`config.mk`:
```
export PLATFORM = sky130hd
export DESIGN_NAME = msgch_txpath
export DESIGN_NICKNAME = d
export VERILOG_FILES = /design/src/rtl/msgch_pkg.sv /design/src/rtl/msgch_cfg_reg.sv /design/src/rtl/msgch_tx_stage.sv /design/src/rtl/msgch_rx_mux.sv /design/src/rtl/msgch_txpath.sv
export SDC_FILE = /design/constraint.sdc
export NUM_CORES = 1
export LEC_CHECK = 0
export BUFFER_PORTS_ARGS = -buffer_cell sky130_fd_sc_hd__buf_4
export CAP_MARGIN = 15
export CELL_PAD_IN_SITES_DETAIL_PLACEMENT = 1
export CELL_PAD_IN_SITES_GLOBAL_PLACEMENT = 1
export CORE_MARGIN = 2
export CORE_UTILIZATION = 24
export CTS_BUF_LIST = sky130_fd_sc_hd__clkbuf_8
export DETAILED_ROUTE_END_ITERATION = 16
export PLACE_DENSITY_LB_ADDON = 0.12
export SETUP_SLACK_MARGIN = 0.5
export SYNTH_ARGS = -nofsm -noshare
export SYNTH_HDL_FRONTEND = slang
export SYNTH_SLANG_ARGS = --single-unit
```
`constraint.sdc`:
```
create_clock -name clk_i -period 2.7 [get_ports clk_i]
set_input_delay 0 -clock clk_i [delete_from_list [all_inputs] [get_ports clk_i]]
set_output_delay 0 -clock clk_i [all_outputs]
set_load 0.02 [all_outputs]
```
`src/rtl/msgch_pkg.sv`:
```
package msgch_pkg;
  localparam int unsigned CFG_W    = 8;
  localparam int unsigned MODE_BIT = 4;  // 1: registered transmit
  localparam int unsigned LOOP_BIT = 5;  // 1: bus released, loopback

  typedef struct packed {
    logic loop;
    logic reg_mode;
  } msgch_ctrl_t;
endpackage

```
`src/rtl/msgch_cfg_reg.sv`:
```
module msgch_cfg_reg
  import msgch_pkg::*;
(
  input  logic             clk_i,
  input  logic             rst_ni,
  input  logic             we_i,
  input  logic [CFG_W-1:0] wdata_i,
  output logic [CFG_W-1:0] rdata_o,
  output msgch_ctrl_t      ctrl_o
);
  msgch_ctrl_t ctrl_q;

  always_ff @(posedge clk_i or negedge rst_ni) begin
    if (!rst_ni) begin
      ctrl_q <= '0;
    end else if (we_i) begin
      ctrl_q.loop     <= wdata_i[LOOP_BIT];
      ctrl_q.reg_mode <= wdata_i[MODE_BIT];
    end
  end

  always_comb begin
    rdata_o           = '0;
    rdata_o[LOOP_BIT] = ctrl_q.loop;
    rdata_o[MODE_BIT] = ctrl_q.reg_mode;
  end

  assign ctrl_o = ctrl_q;

  p_wr_r7: assert property (@(posedge clk_i) disable iff (!rst_ni)
    we_i |=> (rdata_o[LOOP_BIT] == $past(wdata_i[LOOP_BIT]) &&
              rdata_o[MODE_BIT] == $past(wdata_i[MODE_BIT])));
  p_hold_r7: assert property (@(posedge clk_i) disable iff (!rst_ni)
    !we_i |=> $stable(rdata_o));
endmodule

```
`src/rtl/msgch_tx_stage.sv`:
```
module msgch_tx_stage #(
  parameter int unsigned DATA_W = 4
) (
  input  logic              clk_i,
  input  logic              rst_ni,
  input  logic              sel_reg_i,
  input  logic [DATA_W-1:0] data_i,
  output logic [DATA_W-1:0] data_o
);
  logic [DATA_W-1:0] data_q;
  logic              primed_q;

  // register idles high like an undriven line
  always_ff @(posedge clk_i or negedge rst_ni) begin
    if (!rst_ni) begin
      data_q   <= '1;
      primed_q <= 1'b0;
    end else begin
      data_q   <= data_i;
      primed_q <= 1'b1;
    end
  end

  assign data_o = sel_reg_i ? data_q : data_i;

  p_reg_path_r3: assert property (@(posedge clk_i) disable iff (!rst_ni)
    (primed_q && sel_reg_i) |-> data_o == $past(data_i));
  p_pass_path_r2: assert property (@(posedge clk_i) disable iff (!rst_ni)
    !sel_reg_i |-> data_o == data_i);
endmodule

```
`src/rtl/msgch_rx_mux.sv`:
```
module msgch_rx_mux #(
  parameter int unsigned DATA_W = 4
) (
  input  logic              loop_i,
  input  logic [DATA_W-1:0] tx_i,
  input  logic [DATA_W-1:0] bus_i,
  output logic [DATA_W-1:0] rx_o,
  output logic              oe_o
);
  assign oe_o = ~loop_i;
  assign rx_o = loop_i ? tx_i : bus_i;
endmodule

```
`src/rtl/msgch_txpath.sv`:
```
module msgch_txpath
  import msgch_pkg::*;
#(
  parameter int unsigned DATA_W = 4
) (
  input  logic              clk_i,
  input  logic              rst_ni,
  input  logic              cfg_we_i,
  input  logic [CFG_W-1:0]  cfg_wdata_i,
  output logic [CFG_W-1:0]  cfg_rdata_o,
  input  logic [DATA_W-1:0] tx_data_i,
  output logic [DATA_W-1:0] bus_data_o,
  output logic              bus_oe_o,
  input  logic [DATA_W-1:0] bus_data_i,
  output logic [DATA_W-1:0] rx_data_o
);
  msgch_ctrl_t       ctrl;
  logic [DATA_W-1:0] tx_sel;

  msgch_cfg_reg u_cfg (
    .clk_i   (clk_i),
    .rst_ni  (rst_ni),
    .we_i    (cfg_we_i),
    .wdata_i (cfg_wdata_i),
    .rdata_o (cfg_rdata_o),
    .ctrl_o  (ctrl)
  );

  msgch_tx_stage #(.DATA_W(DATA_W)) u_tx (
    .clk_i     (clk_i),
    .rst_ni    (rst_ni),
    .sel_reg_i (ctrl.reg_mode),
    .data_i    (tx_data_i),
    .data_o    (tx_sel)
  );

  msgch_rx_mux #(.DATA_W(DATA_W)) u_rx (
    .loop_i (ctrl.loop),
    .tx_i   (tx_sel),
    .bus_i  (bus_data_i),
    .rx_o   (rx_data_o),
    .oe_o   (bus_oe_o)
  );

  assign bus_data_o = tx_sel;

  p_oe_r4: assert property (@(posedge clk_i) disable iff (!rst_ni)
    bus_oe_o == !cfg_rdata_o[LOOP_BIT]);
  p_loop_r5: assert property (@(posedge clk_i) disable iff (!rst_ni)
    !bus_oe_o |-> rx_data_o == bus_data_o);
  p_rx_bus_r6: assert property (@(posedge clk_i) disable iff (!rst_ni)
    bus_oe_o |-> rx_data_o == bus_data_i);
endmodule

```
==> results.sh, run 1 <==
export IMPL_ctsHoldBuffers=5
export IMPL_path_depth=3
export IMPL_cp_endpoint="rx_data_o[1]"
export IMPL_setup_tns_ns=0
export IMPL_tritoncts="built"
export IMPL_crit_type="flop to primary output"
export IMPL_synth_seq_cells=6
export IMPL_hold_slack_ns=0.00410
export IMPL_dp_cells=62
export IMPL_path_cells="mux2_2, mux2_2, buf_4"
export IMPL_r2r_start="u_cfg.ctrl_o[1]"
export IMPL_setup_violations=0
export IMPL_p_leak_nw=0.281
export IMPL_synth_avg_cell_area_um2=12.3
export IMPL_final_util_pct=44.1
export IMPL_clock_root_buffer="clkbuf_8"
export IMPL_die_x_um=41.2
export IMPL_crit_buf_inv=1
export IMPL_seq_area_frac_synth_pct=46.6
export IMPL_cap_viol_max_count=0
export IMPL_fill_cells=153
export IMPL_crit_fanout=6
export IMPL_post_route_min_period_ns=1.50
export IMPL_antenna_found_initial=0
export IMPL_path_clk_slew_ns=0.04
export IMPL_netlist_instances=27
export IMPL_grt_overflow=0
export IMPL_pwr_density_cell_nw_per_um2=589
export IMPL_cp_data_arrival_time_ns=1.50
export IMPL_hold_path_class="input pin to flop"
export IMPL_critPathLaunchType="flop"
export IMPL_routed_wl_um=921
export IMPL_skew_ns=0
export IMPL_min_path_cells=2
export IMPL_nets=76
export IMPL_die_y_um=41.2
export IMPL_fmax_ghz=0.665
export IMPL_via_count=283
export IMPL_synth_top_area_share_pct=31.6
export IMPL_grt_pass1_vias=281
export IMPL_grt_max_degree=7
export IMPL_clockBufferDepth=2
export IMPL_critPathSlowestCell="dfrtp_1"
export IMPL_r2r_setup_slack_ns=1.83
export IMPL_rows=13
export IMPL_design_core_area_um2=1300
export IMPL_start_util_pct=25.6
export IMPL_fin_crit_sh_pct=55.7
export IMPL_boundaryPins=36
export IMPL_critPathMaxStageDelay_ns=0.47
export IMPL_final_cell_mix="23 x buf_4, 9 x mux2_2, 6 x conb_1"
export IMPL_dpl_worst_slack_ns=1.44
export IMPL_crit_family="multiplexers"
export IMPL_synth_top_cells_by_area="dfstp_2 32%, mux2_2 30%, buf_4 18%"
export IMPL_hpwl_um=714
export IMPL_finalHoldViolations=0
export IMPL_drtPass1Iterations=2
export IMPL_antenna_left=0
export IMPL_cts_setup_buffers=0
export IMPL_crit_path_end_kind="primary output"
export IMPL_yosys_warnings=0
export IMPL_clk_latency_ns=0.22
export IMPL_max_vdd_ir_drop_mv=0.288
export IMPL_setup_ws_ns=1.20
export IMPL_dieArea_um2=1700
export IMPL_grt_setup_unrepaired="false"
export IMPL_viasPerCell=4.04
export IMPL_clock_sinks=6
export IMPL_placement_io_buffers=23
export IMPL_wl_per_cell_um=13.2
export IMPL_critPathLaunch="u_cfg.ctrl_o[0]"
export IMPL_drc=0
export IMPL_cts_buffers=3
export IMPL_drv_slew=0
export IMPL_grt_total_usage_pct=12.5
export IMPL_final_common_cell="buf_4"
export IMPL_r2r_cells=2
export IMPL_hp_start="cfg_we_i"
export IMPL_required_ns=2.70
export IMPL_diodes=0
export IMPL_outcome="finished clean"
export IMPL_grt_pass1_wl_um=1210
export IMPL_ys_types=8
export IMPL_rr_endpoint="u_cfg.ctrl_o[1]"
export IMPL_cts_resized=0
export IMPL_crit_top_cell="mux2_2"
export IMPL_drt_iter0_drc=1
export IMPL_yosysTopAreaCell="dfstp_2"
export IMPL_gp_congestion=0.542
export IMPL_synthToLayoutAreaGrowth_pct=72.6
export IMPL_syn_area_um2=333
export IMPL_ctsHtreeMaxLevel=1
export IMPL_layout_cells_non_filler=70
export IMPL_drive_gt1_share_pct=70.9
==> final cells by class <==
class                      instances  area [µm²]  share of cell area (%)
timing repair buffer              28         223                    38.8
inverter                           1        3.75                   0.654
tap                               15        18.8                    3.27
clock buffer                       3        41.3                    7.19
multi-input combinational         17         133                    23.1
sequential                         6         155                    27.0
==> worst register-to-register path: cells and delay by family (launching register included) <==
kind            cells  cell delay, ns
buf+inv             1            0.10
compound gates      1            0.19
flops               1            0.48
==> synth_stat cells <==
cell type and count:
dfstp_2 4, inv_1 1, conb_1 1, o21ai_0 1, mux2_2 9, dfrtp_1 2, buf_4 8, nand2_1 1
==> power by group <==
group	leakage, nW	switching [mW]	internal [mW]	total, mW
Sequential	0.0659	0.00719	0.0986	0.106
Clock	0.0216	0.0363	0.0956	0.132
Combinational	0.194	0.0493	0.0514	0.101
Total	0.281	0.0928	0.246	0.338
==> state kept, by name, summed over array words and instances, names as in the netlist <==
signal        flops
u_cfg.ctrl_o      2
u_tx.data_q       4
==> logic make-up (layout without fill, tap and decap cells) <==
group	count (synthesis)	after routing	share of synthesized area (%)
other	1	6	1.13
buffers and inverters	9	32	19.2
AND/OR/NAND/NOR	1	1	1.13
flip-flops	6	6	46.6
AO/OA/AOI/OAI	1	1	1.50
multiplexers	9	9	30.5
==> metal layers <==
| layer | vias up | wire, µm | global-route usage [%] |
|---|---|---|---|
| met5 | - | 0 | 0 |
| met4 | 0 | 0 | 9.68 |
| met3 | 0 | 85 | 4.89 |
| met2 | 18 | 526 | 22.3 |
| met1 | 133 | 308 | 11.0 |
| li1 | 132 | - | - |
==> per-stage QoR <==
step                instance area (µm²)  total power, mW
floorplan                           352            0.166
detailed placement                  483            0.202
CTS                                 574            0.344
global route                        574            0.357
finish                              574            0.338
global placement                    483            0.199
==> how the worst min path moves through the flow <==
| stage | endpoint | slack, ns |
|---|---|---|
| final | u_cfg.ctrl_o[1] | 0.004 |
| after global routing | u_cfg.ctrl_o[1] | 0.02 |
| after CTS | u_cfg.ctrl_o[1] | 0.009 |
| after detailed placement | u_cfg.ctrl_o[1] | -0.19 |
| after global placement | u_cfg.ctrl_o[1] | -0.19 |
| after floorplan | u_cfg.ctrl_o[0] | -0.30 |
Power figures use the tool's default switching activity.
==> run 2, diff against run 1 <==
ABC_AREA = 1   (was not set)
CORE_UTILIZATION = 23   (was 24)
clock period = 1.5 ns   (was 2.7 ns; I/O delays follow)
==> run 2 against run 1 <==
  * Hold slack better by 0.16 ns
  * Design area is 33% higher
  * Clock power is 84% higher
  * Critical path depth is 1 higher
==> results.sh, run 2 <==
export IMPL_outcome="finished clean"
export IMPL_drt_iter0_drc=1
export IMPL_synth_seq_cells=6
export IMPL_diodes=0
export IMPL_synth_xor_area_share_pct=0
export IMPL_post_dp_cell_area_um2=537
export IMPL_synth_top_cells_by_area="dfstp_2 27%, nand2_1 17%, buf_4 16%"
export IMPL_viasPerCell=3.91
export IMPL_drive_gt1_share_pct=63.2
export IMPL_antenna_found_initial=0
export IMPL_grt_total_usage_pct=11.9
export IMPL_fin_crit_sh_pct=75.4
export IMPL_required_ns=1.50
export IMPL_boundaryPins=36
export IMPL_synth_top_area_share_pct=27.3
export IMPL_async_flop_share_pct=100
export IMPL_grt_overflow=0
export IMPL_grt_setup_unrepaired="true"
export IMPL_ctsHtreeMaxLevel=1
export IMPL_skew_ns=0
export IMPL_synth_compound_area_share_pct=3.57
export IMPL_grt_max_degree=7
export IMPL_max_vdd_ir_drop_mv=0.448
export IMPL_rows=14
export IMPL_die_y_um=44.9
export IMPL_netlist_instances=53
export IMPL_drc=0
export IMPL_setup_violations=0
export IMPL_finalHoldViolations=0
export IMPL_largest_reg_flops=4
export IMPL_crit_fanout=6
export IMPL_yosysTopAreaCell="dfstp_2"
export IMPL_setup_tns_ns=0
export IMPL_hold_slack_ns=0.167
export IMPL_layout_cells_non_filler=103
export IMPL_synthSimpleGateAreaFrac_pct=29.9
export IMPL_fmax_ghz=0.884
export IMPL_antenna_left=0
export IMPL_clock_sinks=6
export IMPL_placement_io_buffers=23
export IMPL_routed_wl_um=1050
export IMPL_start_util_pct=25.0
export IMPL_grt_pass1_wl_um=1740
export IMPL_ys_types=12
export IMPL_synth_edf_count=0
export IMPL_dp_cells=89
export IMPL_synthAdderAreaFrac_pct=0
export IMPL_synthToLayoutAreaGrowth_pct=98.4
export IMPL_clockBufferDepth=2
export IMPL_drtPass1Iterations=2
export IMPL_synthMuxAreaShare_pct=0
export IMPL_clk_latency_ns=0.22
export IMPL_pwr_density_cell_nw_per_um2=904
export IMPL_critPathLaunch="u_cfg.ctrl_o[0]"
export IMPL_grt_pass1_vias=417
export IMPL_final_common_cell="buf_4"
export IMPL_cts_buffers=3
export IMPL_regMostFlops="u_tx.data_q"
export IMPL_cp_data_arrival_time_ns=1.13
export IMPL_fin_area_um2=764
export IMPL_post_synth_top_count_cell="nand2_1"
export IMPL_clock_root_buffer="clkbuf_8"
export IMPL_final_cell_mix="17 x buf_4, 10 x nand2_2, 9 x inv_1"
export IMPL_synth_avg_cell_area_um2=7.27
export IMPL_p_leak_nw=0.412
export IMPL_crit_type="flop to primary output"
export IMPL_seq_area_frac_synth_pct=40.3
export IMPL_tritoncts="built"
export IMPL_dieArea_um2=2020
export IMPL_synth_top_family_by_area="simple AND/OR/NAND/NOR gates"
export IMPL_syn_area_um2=385
export IMPL_path_clk_slew_ns=0.04
export IMPL_post_route_min_period_ns=1.13
export IMPL_die_x_um=44.9
export IMPL_drv_slew=0
export IMPL_crit_path_end_kind="primary output"
export IMPL_via_count=403
export IMPL_fill_cells=179
export IMPL_ys_flop_type="dfstp_2"
export IMPL_hold_path_class="input pin to async pin"
export IMPL_wl_per_cell_um=10.2
export IMPL_gp_congestion=0.690
export IMPL_synth_common_cells="17 x nand2_1, 9 x inv_1, 8 x buf_4"
export IMPL_r2r_start="u_cfg.ctrl_o[0]"
export IMPL_nets=107
export IMPL_hpwl_um=767
export IMPL_yosys_warnings=0
export IMPL_critPathLaunchType="flop"
export IMPL_cap_viol_max_count=0
export IMPL_design_core_area_um2=1540
run 2: timing repair:
item,in CTS,in global routing
pin swaps,0,3
resized for setup,11,18
hold endpoints to repair,12,0
setup endpoints to repair,9,9
hold buffers,8,0
buffers inserted,2,0
run 2: kinds of logic (layout without fill, tap and decap cells):
group,after synthesis,after routing
other cells,1,6
simple gates,26,26
flops,6,6
compound gates,2,2
buf+inv,18,47
run 2: layout make-up:
class / instances / area, µm² / share of cell area, %
Clock buffer: 3 / 41.3 / 5.40
Clock inverter: 1 / 3.75 / 0.491
Inverter: 10 / 40.0 / 5.24
Multi-Input combinational cell: 34 / 204 / 26.7
Sequential cell: 6 / 158 / 20.6
Tap cell: 16 / 20.0 / 2.62
Timing Repair Buffer: 33 / 298 / 39.0
run 2: worst paths after layout:
path | endpoint | slack, ns | cells past startpoint
setup / recovery | bus_data_o[2] | 0.37 | 4
hold / removal | u_cfg.ctrl_o[0] | 0.17 | 2
setup reg to reg | u_cfg.ctrl_o[0] | 0.59 | 3
hold reg to reg | u_cfg.ctrl_o[1] | 0.68 | 2
max in group asynchronous | u_tx.data_q[0] | 1.13 | 2
min in group clk_i | rx_data_o[1] | 0.29 | 4
run 2: power by group:
part / internal [mW] / switching, mW
logic: 0.131 / 0.124
registers: 0.178 / 0.0149
clock network: 0.176 / 0.0674
total: 0.485 / 0.207
run 2: metal layers:
layer | track usage, % | routed length [µm]
met1 | 13.0 | 402
met2 | 22.6 | 582
met3 | 2.40 | 68
met4 | 3.53 | 0
met5 | 0 | 0
run 2: per-stage QoR:
step                      utilization, %  power (mW)  setup slack, ns
after floorplan                        -       0.306            0.610
after global placement              34.8       0.377            0.561
after detailed placement            34.8       0.379            0.542
after CTS                           46.1       0.676            0.377
after global routing                49.6       0.734            0.329
final                               49.6       0.691            0.369
run 2: worst max-delay path, stage by stage (launching register included):
cell     delay (ns)
dfrtp_2        0.47
inv_4          0.12
nand2_2        0.06
and2_4         0.14
buf_6          0.12
